<file path="src/rtl/vfr_pkg.sv">
package vfr_pkg;
  // Per-byte strobes from the timing control to the byte datapath
  typedef struct packed {
    logic videoOn;    // byte lies in active video
    logic bytePhase;  // 0: chroma/even position, 1: luma/odd position
    logic chromaCr;   // active pixel index is odd
    logic wantPix;    // a source pixel is taken at this edge
    logic frameStart;
    logic field;
    logic vBlank;
    logic hBlank;
  } vfr_strobe_t;

  localparam logic [7:0] CHROMA_BLANK = 8'h80;
  localparam logic [7:0] LUMA_BLANK   = 8'h10;
endpackage

</file>
<file path="src/rtl/vfr_ctrl.sv">
module vfr_ctrl
  import vfr_pkg::*;
#(
  parameter int ACT_PIX  = 720,
  parameter int MAX_FILL = 255,
  parameter int HB_W     = 10,
  parameter int LINE_W   = 11,
  parameter int PIX_W    = 10
) (
  input  logic              clk,
  input  logic              rstN,
  input  logic [HB_W-1:0]   hBlankCnt,
  input  logic [LINE_W-1:0] vLines,
  input  logic [LINE_W-1:0] f1Start,
  input  logic [LINE_W-1:0] f1End,
  input  logic [LINE_W-1:0] f2Start,
  input  logic [LINE_W-1:0] f2End,
  input  logic [LINE_W-1:0] vb1Start,
  input  logic [LINE_W-1:0] vb1End,
  input  logic [LINE_W-1:0] vb2Start,
  input  logic [LINE_W-1:0] vb2End,
  input  logic [PIX_W-1:0]  inWidth,
  output vfr_strobe_t       st,
  output logic [LINE_W-1:0] lineNum
);
  localparam int ACT_BYTES = 2 * ACT_PIX;
  localparam int MIN_W     = ACT_PIX - MAX_FILL;
  localparam int CNT_W     = $clog2(ACT_BYTES + (1 << HB_W));

  logic [CNT_W-1:0]  hCnt;
  logic [LINE_W-1:0] lineCnt;
  logic [CNT_W-1:0]  lineLen;
  logic [CNT_W-1:0]  actByte;
  logic [CNT_W-2:0]  pixIdx;
  logic [PIX_W-1:0]  effWidth;
  logic              lastByte, inVb, inF1, inF2, lineActive, inHActive;

  function automatic logic inRange(input logic [LINE_W-1:0] v, lo, hi);
    return (v >= lo) && (v <= hi);
  endfunction

  assign lineLen  = CNT_W'(hBlankCnt) + CNT_W'(ACT_BYTES);
  assign lastByte = (hCnt == lineLen - CNT_W'(1));

  // Line and byte counters: free running, never stalled by the source
  always_ff @(posedge clk or negedge rstN) begin
    if (!rstN) begin
      hCnt    <= '0;
      lineCnt <= LINE_W'(1);
    end else if (lastByte) begin
      hCnt    <= '0;
      lineCnt <= (lineCnt >= vLines) ? LINE_W'(1) : lineCnt + LINE_W'(1);
    end else begin
      hCnt <= hCnt + CNT_W'(1);
    end
  end

  // Width clamp keeps the fill count within its limit
  always_comb begin
    if (inWidth < PIX_W'(MIN_W))        effWidth = PIX_W'(MIN_W);
    else if (inWidth > PIX_W'(ACT_PIX)) effWidth = PIX_W'(ACT_PIX);
    else                                effWidth = inWidth;
  end

  assign inVb       = inRange(lineCnt, vb1Start, vb1End) || inRange(lineCnt, vb2Start, vb2End);
  assign inF1       = inRange(lineCnt, f1Start, f1End);
  assign inF2       = inRange(lineCnt, f2Start, f2End);
  assign lineActive = (inF1 || inF2) && !inVb;
  assign inHActive  = (hCnt >= CNT_W'(hBlankCnt));
  assign actByte    = hCnt - CNT_W'(hBlankCnt);
  assign pixIdx     = actByte[CNT_W-1:1];

  always_comb begin
    st            = '0;
    st.videoOn    = lineActive && inHActive;
    st.bytePhase  = st.videoOn ? actByte[0] : hCnt[0];
    st.chromaCr   = pixIdx[0];
    st.wantPix    = st.videoOn && !actByte[0] && (pixIdx < (CNT_W-1)'(effWidth));
    st.frameStart = (lineCnt == LINE_W'(1)) && (hCnt == '0);
    st.field      = inF2;
    st.vBlank     = inVb;
    st.hBlank     = !inHActive;
  end

  assign lineNum = lineCnt;

  AST_HCNT_WRAP: assert property (@(posedge clk) disable iff (!rstN)
    lastByte |=> (hCnt == '0));
  AST_LINE_WRAP: assert property (@(posedge clk) disable iff (!rstN)
    (lastByte && (lineCnt >= vLines)) |=> (lineCnt == LINE_W'(1)));
  AST_LINE_NONZERO: assert property (@(posedge clk) disable iff (!rstN)
    lineCnt != '0);
  AST_FRAME_PULSE: assert property (@(posedge clk) disable iff (!rstN)
    st.frameStart |=> !st.frameStart);
  AST_READY_SPACED: assert property (@(posedge clk) disable iff (!rstN)
    st.wantPix |=> !st.wantPix);
  AST_NO_PIX_IN_VBLANK: assert property (@(posedge clk) disable iff (!rstN)
    st.vBlank |-> !st.wantPix);
endmodule

</file>
<file path="src/rtl/vfr_dpath.sv">
module vfr_dpath
  import vfr_pkg::*;
#(
  parameter int LINE_W = 11
) (
  input  logic              clk,
  input  logic              rstN,
  input  vfr_strobe_t       st,
  input  logic [LINE_W-1:0] lineNum,
  input  logic [15:0]       pixIn,
  input  logic              pixValid,
  input  logic [7:0]        fillY,
  input  logic [7:0]        fillCb,
  input  logic [7:0]        fillCr,
  output logic [7:0]        dataOut,
  output logic              hBlankOut,
  output logic              vBlankOut,
  output logic              fieldOut,
  output logic              frameStartOut,
  output logic [LINE_W-1:0] lineNumOut
);
  logic [7:0] lumaHold;
  logic       takePix;

  assign takePix = st.wantPix && pixValid;

  always_ff @(posedge clk or negedge rstN) begin
    if (!rstN) begin
      dataOut       <= CHROMA_BLANK;
      lumaHold      <= LUMA_BLANK;
      hBlankOut     <= 1'b1;
      vBlankOut     <= 1'b1;
      fieldOut      <= 1'b0;
      frameStartOut <= 1'b0;
      lineNumOut    <= '0;
    end else begin
      hBlankOut     <= st.hBlank;
      vBlankOut     <= st.vBlank;
      fieldOut      <= st.field;
      frameStartOut <= st.frameStart;
      lineNumOut    <= lineNum;
      if (!st.videoOn) begin
        dataOut <= st.bytePhase ? LUMA_BLANK : CHROMA_BLANK;
      end else if (!st.bytePhase) begin
        if (takePix) begin
          dataOut  <= pixIn[15:8];
          lumaHold <= pixIn[7:0];
        end else begin
          dataOut  <= st.chromaCr ? fillCr : fillCb;
          lumaHold <= fillY;
        end
      end else begin
        dataOut <= lumaHold;
      end
    end
  end

  AST_CHROMA_PASS: assert property (@(posedge clk) disable iff (!rstN)
    takePix |=> (dataOut == $past(pixIn[15:8])));
  AST_LUMA_PASS: assert property (@(posedge clk) disable iff (!rstN)
    takePix |=> ##1 (dataOut == $past(pixIn[7:0], 2)));
  AST_STARVE_FILL: assert property (@(posedge clk) disable iff (!rstN)
    (st.wantPix && !pixValid) |=> ##1 (dataOut == $past(fillY, 2)));
  AST_BLANK_LEVEL: assert property (@(posedge clk) disable iff (!rstN)
    !st.videoOn |=> (dataOut == CHROMA_BLANK || dataOut == LUMA_BLANK));
endmodule

</file>
<file path="src/rtl/vfr_top.sv">
module vfr_top
  import vfr_pkg::*;
#(
  parameter int ACT_PIX  = 720,
  parameter int MAX_FILL = 255,
  parameter int HB_W     = 10,
  parameter int LINE_W   = 11,
  parameter int PIX_W    = 10
) (
  input  logic              clk,
  input  logic              rstN,
  input  logic [15:0]       pixIn,
  input  logic              pixValid,
  output logic              pixReady,
  input  logic [HB_W-1:0]   hBlankCnt,
  input  logic [LINE_W-1:0] vLines,
  input  logic [LINE_W-1:0] f1Start,
  input  logic [LINE_W-1:0] f1End,
  input  logic [LINE_W-1:0] f2Start,
  input  logic [LINE_W-1:0] f2End,
  input  logic [LINE_W-1:0] vb1Start,
  input  logic [LINE_W-1:0] vb1End,
  input  logic [LINE_W-1:0] vb2Start,
  input  logic [LINE_W-1:0] vb2End,
  input  logic [PIX_W-1:0]  inWidth,
  input  logic [7:0]        fillY,
  input  logic [7:0]        fillCb,
  input  logic [7:0]        fillCr,
  output logic [7:0]        dataOut,
  output logic              hBlankOut,
  output logic              vBlankOut,
  output logic              fieldOut,
  output logic              frameStartOut,
  output logic [LINE_W-1:0] lineNumOut
);
  vfr_strobe_t       st;
  logic [LINE_W-1:0] lineNum;

  vfr_ctrl #(
    .ACT_PIX(ACT_PIX), .MAX_FILL(MAX_FILL), .HB_W(HB_W),
    .LINE_W(LINE_W), .PIX_W(PIX_W)
  ) uCtrl (
    .clk(clk), .rstN(rstN), .hBlankCnt(hBlankCnt), .vLines(vLines),
    .f1Start(f1Start), .f1End(f1End), .f2Start(f2Start), .f2End(f2End),
    .vb1Start(vb1Start), .vb1End(vb1End), .vb2Start(vb2Start), .vb2End(vb2End),
    .inWidth(inWidth), .st(st), .lineNum(lineNum)
  );

  vfr_dpath #(.LINE_W(LINE_W)) uDpath (
    .clk(clk), .rstN(rstN), .st(st), .lineNum(lineNum),
    .pixIn(pixIn), .pixValid(pixValid),
    .fillY(fillY), .fillCb(fillCb), .fillCr(fillCr),
    .dataOut(dataOut), .hBlankOut(hBlankOut), .vBlankOut(vBlankOut),
    .fieldOut(fieldOut), .frameStartOut(frameStartOut), .lineNumOut(lineNumOut)
  );

  assign pixReady = st.wantPix;
endmodule

</file>
<file path="config.mk">
export PLATFORM = sky130hd
export DESIGN_NAME = vfr_top
export DESIGN_NICKNAME = d
export VERILOG_FILES = /design/src/rtl/vfr_pkg.sv /design/src/rtl/vfr_ctrl.sv /design/src/rtl/vfr_dpath.sv /design/src/rtl/vfr_top.sv
export SDC_FILE = /design/constraint.sdc
export NUM_CORES = 1
export LEC_CHECK = 0
export BUFFER_PORTS_ARGS = -buffer_cell sky130_fd_sc_hd__buf_4
export CORE_ASPECT_RATIO = 2
export CORE_UTILIZATION = 48
export DETAILED_ROUTE_END_ITERATION = 8
export PLACE_DENSITY = 0.87
export SLEW_MARGIN = 15
export SYNTH_ARGS = -nofsm -noshare
export SYNTH_HDL_FRONTEND = slang
export SYNTH_HIERARCHICAL = 1
export SYNTH_SLANG_ARGS = --single-unit
</file>
<file path="constraint.sdc">
create_clock -name clk -period 4 [get_ports clk]
set_input_delay 0.4 -clock clk [delete_from_list [all_inputs] [get_ports clk]]
set_output_delay 0.4 -clock clk [all_outputs]
set_load 0.01 [all_outputs]
</file>
==> qor.csv, run 1 <==
metric;value;unit
drc_errors;0;
path_class;reg -> out;
cts-root-buf;clkbuf_16;
tritoncts;yes;
grt_pass1_vias;6080;
fin_hold_ws;0.142;ns
cts_buffer_depth;2;
die_y;161;µm
antenna_left;0;
post-dp-hpwl;14300;µm
fmax;252;MHz
required;3.60;ns
core-area;12200;µm²
arrival;3.57;ns
synthCells;719;
worstMarginPinSlew;0.706;ns
synth_fa_ha_area_share;25.9;%
grt_pass1_wl;27500;µm
dp.cells;1057;
synthTopCellsByArea;ha_1, dfrtp_1, inv_1;
vdd_drop_max;0.295;mV
r2r-end;uDpath/dataOut[1];
clock-sinks;54;
cts_max_level;2;
skew;0.00676;ns
max_cap_violations;0;
finalHoldViolCount;0;
synth_top_family_by_area;adder cells;
design.die.area;13000;µm²
power;2190;µW
ys.flop_type;dfrtp_1;
ctsHoldBuffers;0;
end_kind;output pin;
rr_startpoint;uCtrl/hCnt[0];
min_period_over_period;99.2;%
r2r_cells;20;
numCtsBuffers;5;
power.density;274;nW/µm²
track_usage;27.3;%
area_growth;32.1;%
port_buffers;185;
wire_per_inst;16.5;µm
period_minus_slack;3.97;ns
seq_area_frac_synth;22.5;%
avgSynthCellArea;8.39;µm²
instances_no_fill;1071;
ys_warn_count;6;
place_congestion;0.918;
io_pins;186;
start_kind;flop;
slew_violations;0;
layout-drive-gt1-share;27.9;%
antenna_found_initial;0;
routed_wl;17700;µm
nets;1209;
synthesis.area;6030;µm²
viasPerCell;5.67;
final-setup-viol-count;0;
synth_seq_cells;54;
setup_ws;0.0316;ns
via_count;6070;
synth_edf_count;0;
ys_types;67;
drt_iter0_markers;251;
rrSetupSlack;0.10;ns
floorplan.initialDensity;49.5;%
synthXorXnorAreaFrac;4.07;%
syn_nets;1005;
synth_top_cell_area_share;25.5;%
place_ws;-0.200;ns
worst_hold_path_type;in -> async;
row_count;57;
synth-simple-area-share;17.0;%
yosys.area.top_type;ha_1;
critical_path.max_fanout;2;
status;finished, final reports clean;
grt_start_max_net_pins;55;
critical-path-slowest-cell;dfrtp_1;
muxShareOfSynthArea;2.49;%
async_flop_share;100;%
die_w;81.3;µm
dr.pass1.iters;4;
path_clk_slew;0.07;ns
diodes;0;
relSlewSlack;52.9;%
gr-total-overflow;0;
crit_path_cell_trace;inv_2, ha_2, inv_1, fa_2, a21o_1, a21oi_2, o21bai_1, a21oi_2, xnor2_1, ha_1, nor2b_1, o21ai_1, nand2b_1, a211oi_2, nor3_2, nor2_1, and3_1, buf_4, buf_4;
synth_compound_area_share;18.7;%
p_leak;0.00441;µW
clk_latency;0.29;ns
critPathMaxStageDelay;0.39;ns
[flip-flops by register name, indices dropped and copies added, names as in the netlist]
register / cells
uDpath/hBlankOut: 1
uDpath/fieldOut: 1
uDpath/lineNumOut: 11
uDpath/lumaHold: 8
uDpath/dataOut: 8
uDpath/vBlankOut: 1
uDpath/frameStartOut: 1
uCtrl/hCnt: 12
uCtrl/lineNum: 11
[final cells by class]
type	count	area, µm²
multi-input cells	523	4180
inverters	125	473
flip-flops and latches	54	1360
clock inverters	2	37.5
clock buffers	6	129
fillers	1032	4230
well taps	147	184
repair buffers	214	1610
[worst max-delay path: cells and delay by family, from the launching register on]
| family | cells | cell delay (ns) |
|---|---|---|
| AOI/OAI and AO/OA | 6 | 0.97 |
| adders and majority gates | 3 | 0.81 |
| and+or+nand+nor | 5 | 0.61 |
| DFF | 1 | 0.39 |
| buffers and inverters | 4 | 0.36 |
| xor gates and xnor gates | 1 | 0.15 |
[layout by cell type (no fill, tap or decap), types with 5 or more instances in the layout]
cell type / Yosys / routed
a21o_1: 22 / 22
o21ai_0: 30 / 28
a22o_1: 10 / 10
xnor2_1: 15 / 14
o21a_1: 5 / 5
inv_1: 125 / 123
mux2i_1: 12 / 12
nand3_1: 21 / 21
a2111oi_0: 14 / 10
nand2_1: 36 / 35
a211oi_1: 8 / 6
ha_1: 123 / 122
and3_1: 9 / 9
nor2b_1: 13 / 13
a21oi_1: 34 / 31
buf_4: 3 / 214
nor4_1: 5 / 5
nor2_1: 47 / 47
and2b_1: 5 / 5
nand3b_1: 6 / 6
nand2b_1: 5 / 5
clkbuf_16: 0 / 5
nand4_1: 13 / 13
xor2_1: 13 / 13
nor3_1: 17 / 16
dfstp_2: 5 / 5
dfrtp_1: 49 / 48
[how the worst max path moves through the flow]
| stage | endpoint | slack, ns | cells past startpoint | from |
|---|---|---|---|---|
| floorplan | uDpath/dataOut[6] | 0.1 | 22 | uCtrl/hCnt[0] |
| global placement | uDpath/dataOut[5] | 0.03 | 20 | hBlankCnt[0] |
| detailed placement | uDpath/dataOut[1] | -0.20 | 20 | hBlankCnt[0] |
| finish | pixReady | 0.03 | 19 | uCtrl/hCnt[0] |
| global route | pixReady | -0.09 | 19 | uCtrl/hCnt[0] |
| CTS | pixReady | 0.04 | 19 | uCtrl/hCnt[0] |
[per-stage QoR]
step           TNS [ns]  util [%]  cell area (µm²)
2_1_floorplan         0         -             6030
3_3_place_gp          0      63.0             7690
3_5_place_dp      -1.25      63.0             7690
4_1_cts               0      64.4             7860
5_1_grt          -0.197      65.3             7970
6_report              0      65.3             7970
[synthesized netlist by cell type (9+ instances only)]
master / number
mux2i_1: 12
nand3_1: 21
a22o_1: 10
nor2b_1: 13
xnor2_1: 15
nand4_1: 13
a21oi_1: 34
a21o_1: 22
nor3_1: 17
xor2_1: 13
a2111oi_0: 14
inv_1: 125
ha_1: 123
nand2_1: 36
dfrtp_1: 49
and3_1: 9
o21ai_0: 30
nor2_1: 47
[layer usage]
layer  wire, µm  global-route usage [%]  up-vias
li1           -                       -     2947
met3        830                    3.81       55
met5          0                       0        -
met2       9850                    51.8      215
met1       6310                    26.9     2853
met4        691                    14.4        0
[cells by family (layout without fill, tap and decap cells)]
kind of cell | count (synthesis) | after routing
AND/OR/NAND/NOR | 195 | 195
AO/OA/AOI/OAI | 162 | 162
buffers and inverters | 142 | 347
adder cells (fa/ha/maj) | 124 | 124
flip-flops | 54 | 54
XOR/XNOR | 28 | 28
multiplexers | 14 | 14
[where the power goes]
group	switching, µW	total, µW	internal, µW
Clock	205	501	296
Sequential	47.7	631	583
Combinational	530	1050	523
Total	783	2190	1400
[timing repair]
item,4_1_cts,5_1_grt
pin swaps,2,15
endpoints found under the setup margin,13,17
gates resized for setup,3,21
buffers inserted,0,6
No activity file was read; power rests on OpenSTA's default activity.
==> run 2, diff against run 1 <==
PLACE_DENSITY = 0.86   (was 0.87)
SYNTH_HIERARCHICAL = unset   (was 1)
==> run 2 against run 1 <==
- the flow now finishes with violations (setup timing)
- die area increased by 3.6%
- maximum frequency decreased by 9.6%
- combinational power increased by 43%
- core utilization increased by 2.7 points
- global-route usage increased by 2.4 points
- synthesized cell count increased by 3.9%
- sequential cell count unchanged
- critical endpoint is now uDpath.lumaHold[1]
==> qor.csv, run 2 <==
metric;value;unit;change
status;finished with violations;;
violations;setup timing;;
gr-total-overflow;0;;unchanged
synth_seq_cells;54;;unchanged
grt_pass1_vias;6905;;+14%
fin_tns_setup;-5.29;ns;-5.29 ns
layout_common_cells;buf_4, inv_1, ha_1;;
finalHoldViolCount;0;;unchanged
synthTopCellsByArea;ha_1, dfrtp_1, inv_1;;
drc_errors;0;;unchanged
grt_start_max_net_pins;55;;unchanged
final_common_cell;buf_4;;
dr.pass1.iters;5;;+1
ys.flop_type;dfrtp_1;;
fmax;228;MHz;-9.6%
arrival;4.57;ns;+1.00 ns
worst_hold_path_type;in -> async;;
slew_violations;0;;unchanged
cts_max_level;2;;unchanged
synthCells;747;;+3.9%
async_flop_share;100;%;unchanged
clk_latency;0.30;ns;about the same
worstMarginPinSlew;0.863;ns;+0.157 ns
critical_path.max_fanout;7;;+5
critPathMaxStageDelay;0.39;ns;about the same
routed_wl;19300;µm;+9.0%
path_class;reg -> reg;;
synthesis.area;6250;µm²;+3.7%
tritoncts;yes;;
syn_nets;1033;;+2.8%
ys_warn_count;0;;-6
final-setup-viol-count;17;;+17
yosys.area.top_type;ha_1;;
port_buffers;185;;unchanged
post-dp-hpwl;15300;µm;+7.1%
largest_register;uCtrl.hCnt;;
regArea;1360;µm²;about the same
die_w;82.7;µm;+1.8%
clock-sinks;54;;unchanged
track_usage;29.7;%;+2.4 points
ctsHoldBuffers;0;;unchanged
die_y;163;µm;+1.8%
io_pins;186;;unchanged
design.die.area;13500;µm²;+3.6%
synth_most_common_cell;inv_1;;
setup_ws;-0.390;ns;-0.421 ns
ys_types;61;;-9.0%
synth_top_cell_area_share;24.6;%;-0.90 points
yosys-top-cells-count;inv_1, ha_1, dfrtp_1, nand2_1, a21oi_1;;
cts-root-buf;clkbuf_16;;
place_area;8230;µm²;+7.1%
critical-path-slowest-cell;dfrtp_1;;
largest_reg_flops;12;;unchanged
nFillCells;994;;-3.7%
synth_edf_count;0;;unchanged
antenna_left;0;;unchanged
area_growth;37.4;%;
core-area;12600;µm²;+3.5%
layout-drive-gt1-share;30.7;%;+2.8 points
via_count;6636;;+9.3%
path_clk_slew;0.07;ns;about the same
vdd_drop_max;0.382;mV;+30%
antenna_found_initial;0;;unchanged
multi_input_area;4490;µm²;+7.5%
fin_hold_ws;0.126;ns;-0.0163 ns
wire_per_inst;16.9;µm;+2.4%
required;4.18;ns;+0.58 ns
row_count;58;;+1.8%
grt_pass1_wl;30700;µm;+11%
place_congestion;0.933;;+1.7%
crit_path_cell_trace;inv_2, ha_4, inv_2, fa_2, a211oi_2, o21ai_2, a21oi_2, o21bai_2, a21o_1, a21oi_2, xnor2_1, ha_1, a221o_1, a311o_1, nor4b_2, buf_4, and3_4, buf_12, mux2_4, mux2_4;;
seq_area_frac_synth;21.7;%;-0.79 points
cts_buffer_depth;2;;unchanged
period_minus_slack;4.39;ns;+0.421 ns
place_ws;-0.489;ns;-0.290 ns
skew;0.00673;ns;-0.0000341 ns
diodes;0;;unchanged
floorplan.initialDensity;49.5;%;+0.053 points
rsz0062_at_grt;true;;
start_kind;flop;;
min_period_over_period;110;%;+11 points
relSlewSlack;42.2;%;-11 points
drt_iter0_markers;260;;+3.6%
numCtsBuffers;5;;unchanged
viasPerCell;5.82;;+2.7%
nets;1275;;+5.5%
design_area;8590;µm²;+7.8%
p_leak;0.00441;µW;about the same
avgSynthCellArea;8.37;µm²;-0.23%
end_kind;flop;;
power.density;305;nW/µm²;+11%
max_cap_violations;0;;unchanged
## run 2: cell count changes after synthesis, sizes merged, moves of 10 or more
cell,previous run,this run
nand3,21,36
a22o,10,0
nor2,48,38
o21ai,30,19
mux2,2,18
a31oi,3,21
a2111oi,16,3
## run 2: cell type report
class	instances	area share (%)
clock buffers	6	1.50
repair buffers	251	22.6
flip-flops and latches	54	15.8
multi-input cells	553	52.3
well taps	150	2.19
clock inverters	2	0.175
inverters	124	5.42
## run 2: final timing paths
| kind | startpoint | to | slack, ns | cells past startpoint |
|---|---|---|---|---|
| worst max-delay path | uCtrl.hCnt[0] | uDpath.lumaHold[1] | -0.39 | 20 |
| worst min-delay path | rstN | uDpath.frameStartOut | 0.13 | 1 |
| worst max register to register | uCtrl.hCnt[0] | uDpath.lumaHold[1] | -0.39 | 20 |
| worst min register to register | uCtrl.lineNum[0] | uDpath.lineNumOut[0] | 0.45 | 0 |
| max in group asynchronous | rstN | uDpath.lumaHold[1] | 3.39 | 1 |
| min in group clk | pixIn[9] | uDpath.dataOut[1] | 0.39 | 3 |
## run 2: worst max-delay path: cells and delay by family, from the launching register on
family	cells	cell delay (ns)
xor+xnor	1	0.08
simple gates	2	0.48
compound gates	8	1.52
flops	1	0.39
fa+ha+maj	3	0.81
mux	2	0.55
buf+inv	4	0.44
## run 2: through the flow
stage          util [%]  instances  total power (µW)
2_1_floorplan         -        747              1490
3_3_place_gp       65.2       1123              2030
3_5_place_dp       65.2       1123              2080
4_1_cts            67.2       1135              2550
5_1_grt            68.0       1140              2810
6_report           68.0       1140              2620
## run 2: repair_timing
item | 4_1_cts | 5_1_grt
gates cloned | 1 | 0
buffers inserted | 3 | 5
resized for setup | 15 | 15
hold endpoints to repair | 0 | 0
pin swaps | 18 | 20
setup endpoints to repair | 17 | 17
## run 2: power by group
| part | total (µW) | switching [µW] | leakage, µW | internal [µW] |
|---|---|---|---|---|
| clock network | 435 | 202 | 0.0000631 | 233 |
| logic | 1500 | 725 | 0.00374 | 777 |
| registers | 680 | 53.5 | 0.000605 | 627 |
| total | 2620 | 980 | 0.00441 | 1640 |
## run 2: layer usage
metal  global-route usage, %  vias to the layer above  routed length, µm
met5                       0                        -                  0
met4                    23.4                        0               1250
met3                    4.75                       87                913
met2                    52.9                      291              10600
met1                    28.7                     3090               6520
li1                        -                     3168                  -
## run 2: logic make-up (layout without fill, tap and decap cells)
| family | after synthesis | after routing | share of synthesized area [%] |
|---|---|---|---|
| AOI/OAI and AO/OA | 164 | 164 | 18.1 |
| adders and majority gates | 124 | 124 | 24.9 |
| DFF | 54 | 54 | 21.7 |
| buffers and inverters | 140 | 383 | 8.69 |
| and+or+nand+nor | 207 | 207 | 17.6 |
| xor gates and xnor gates | 32 | 32 | 4.48 |
| muxes | 26 | 26 | 4.52 |
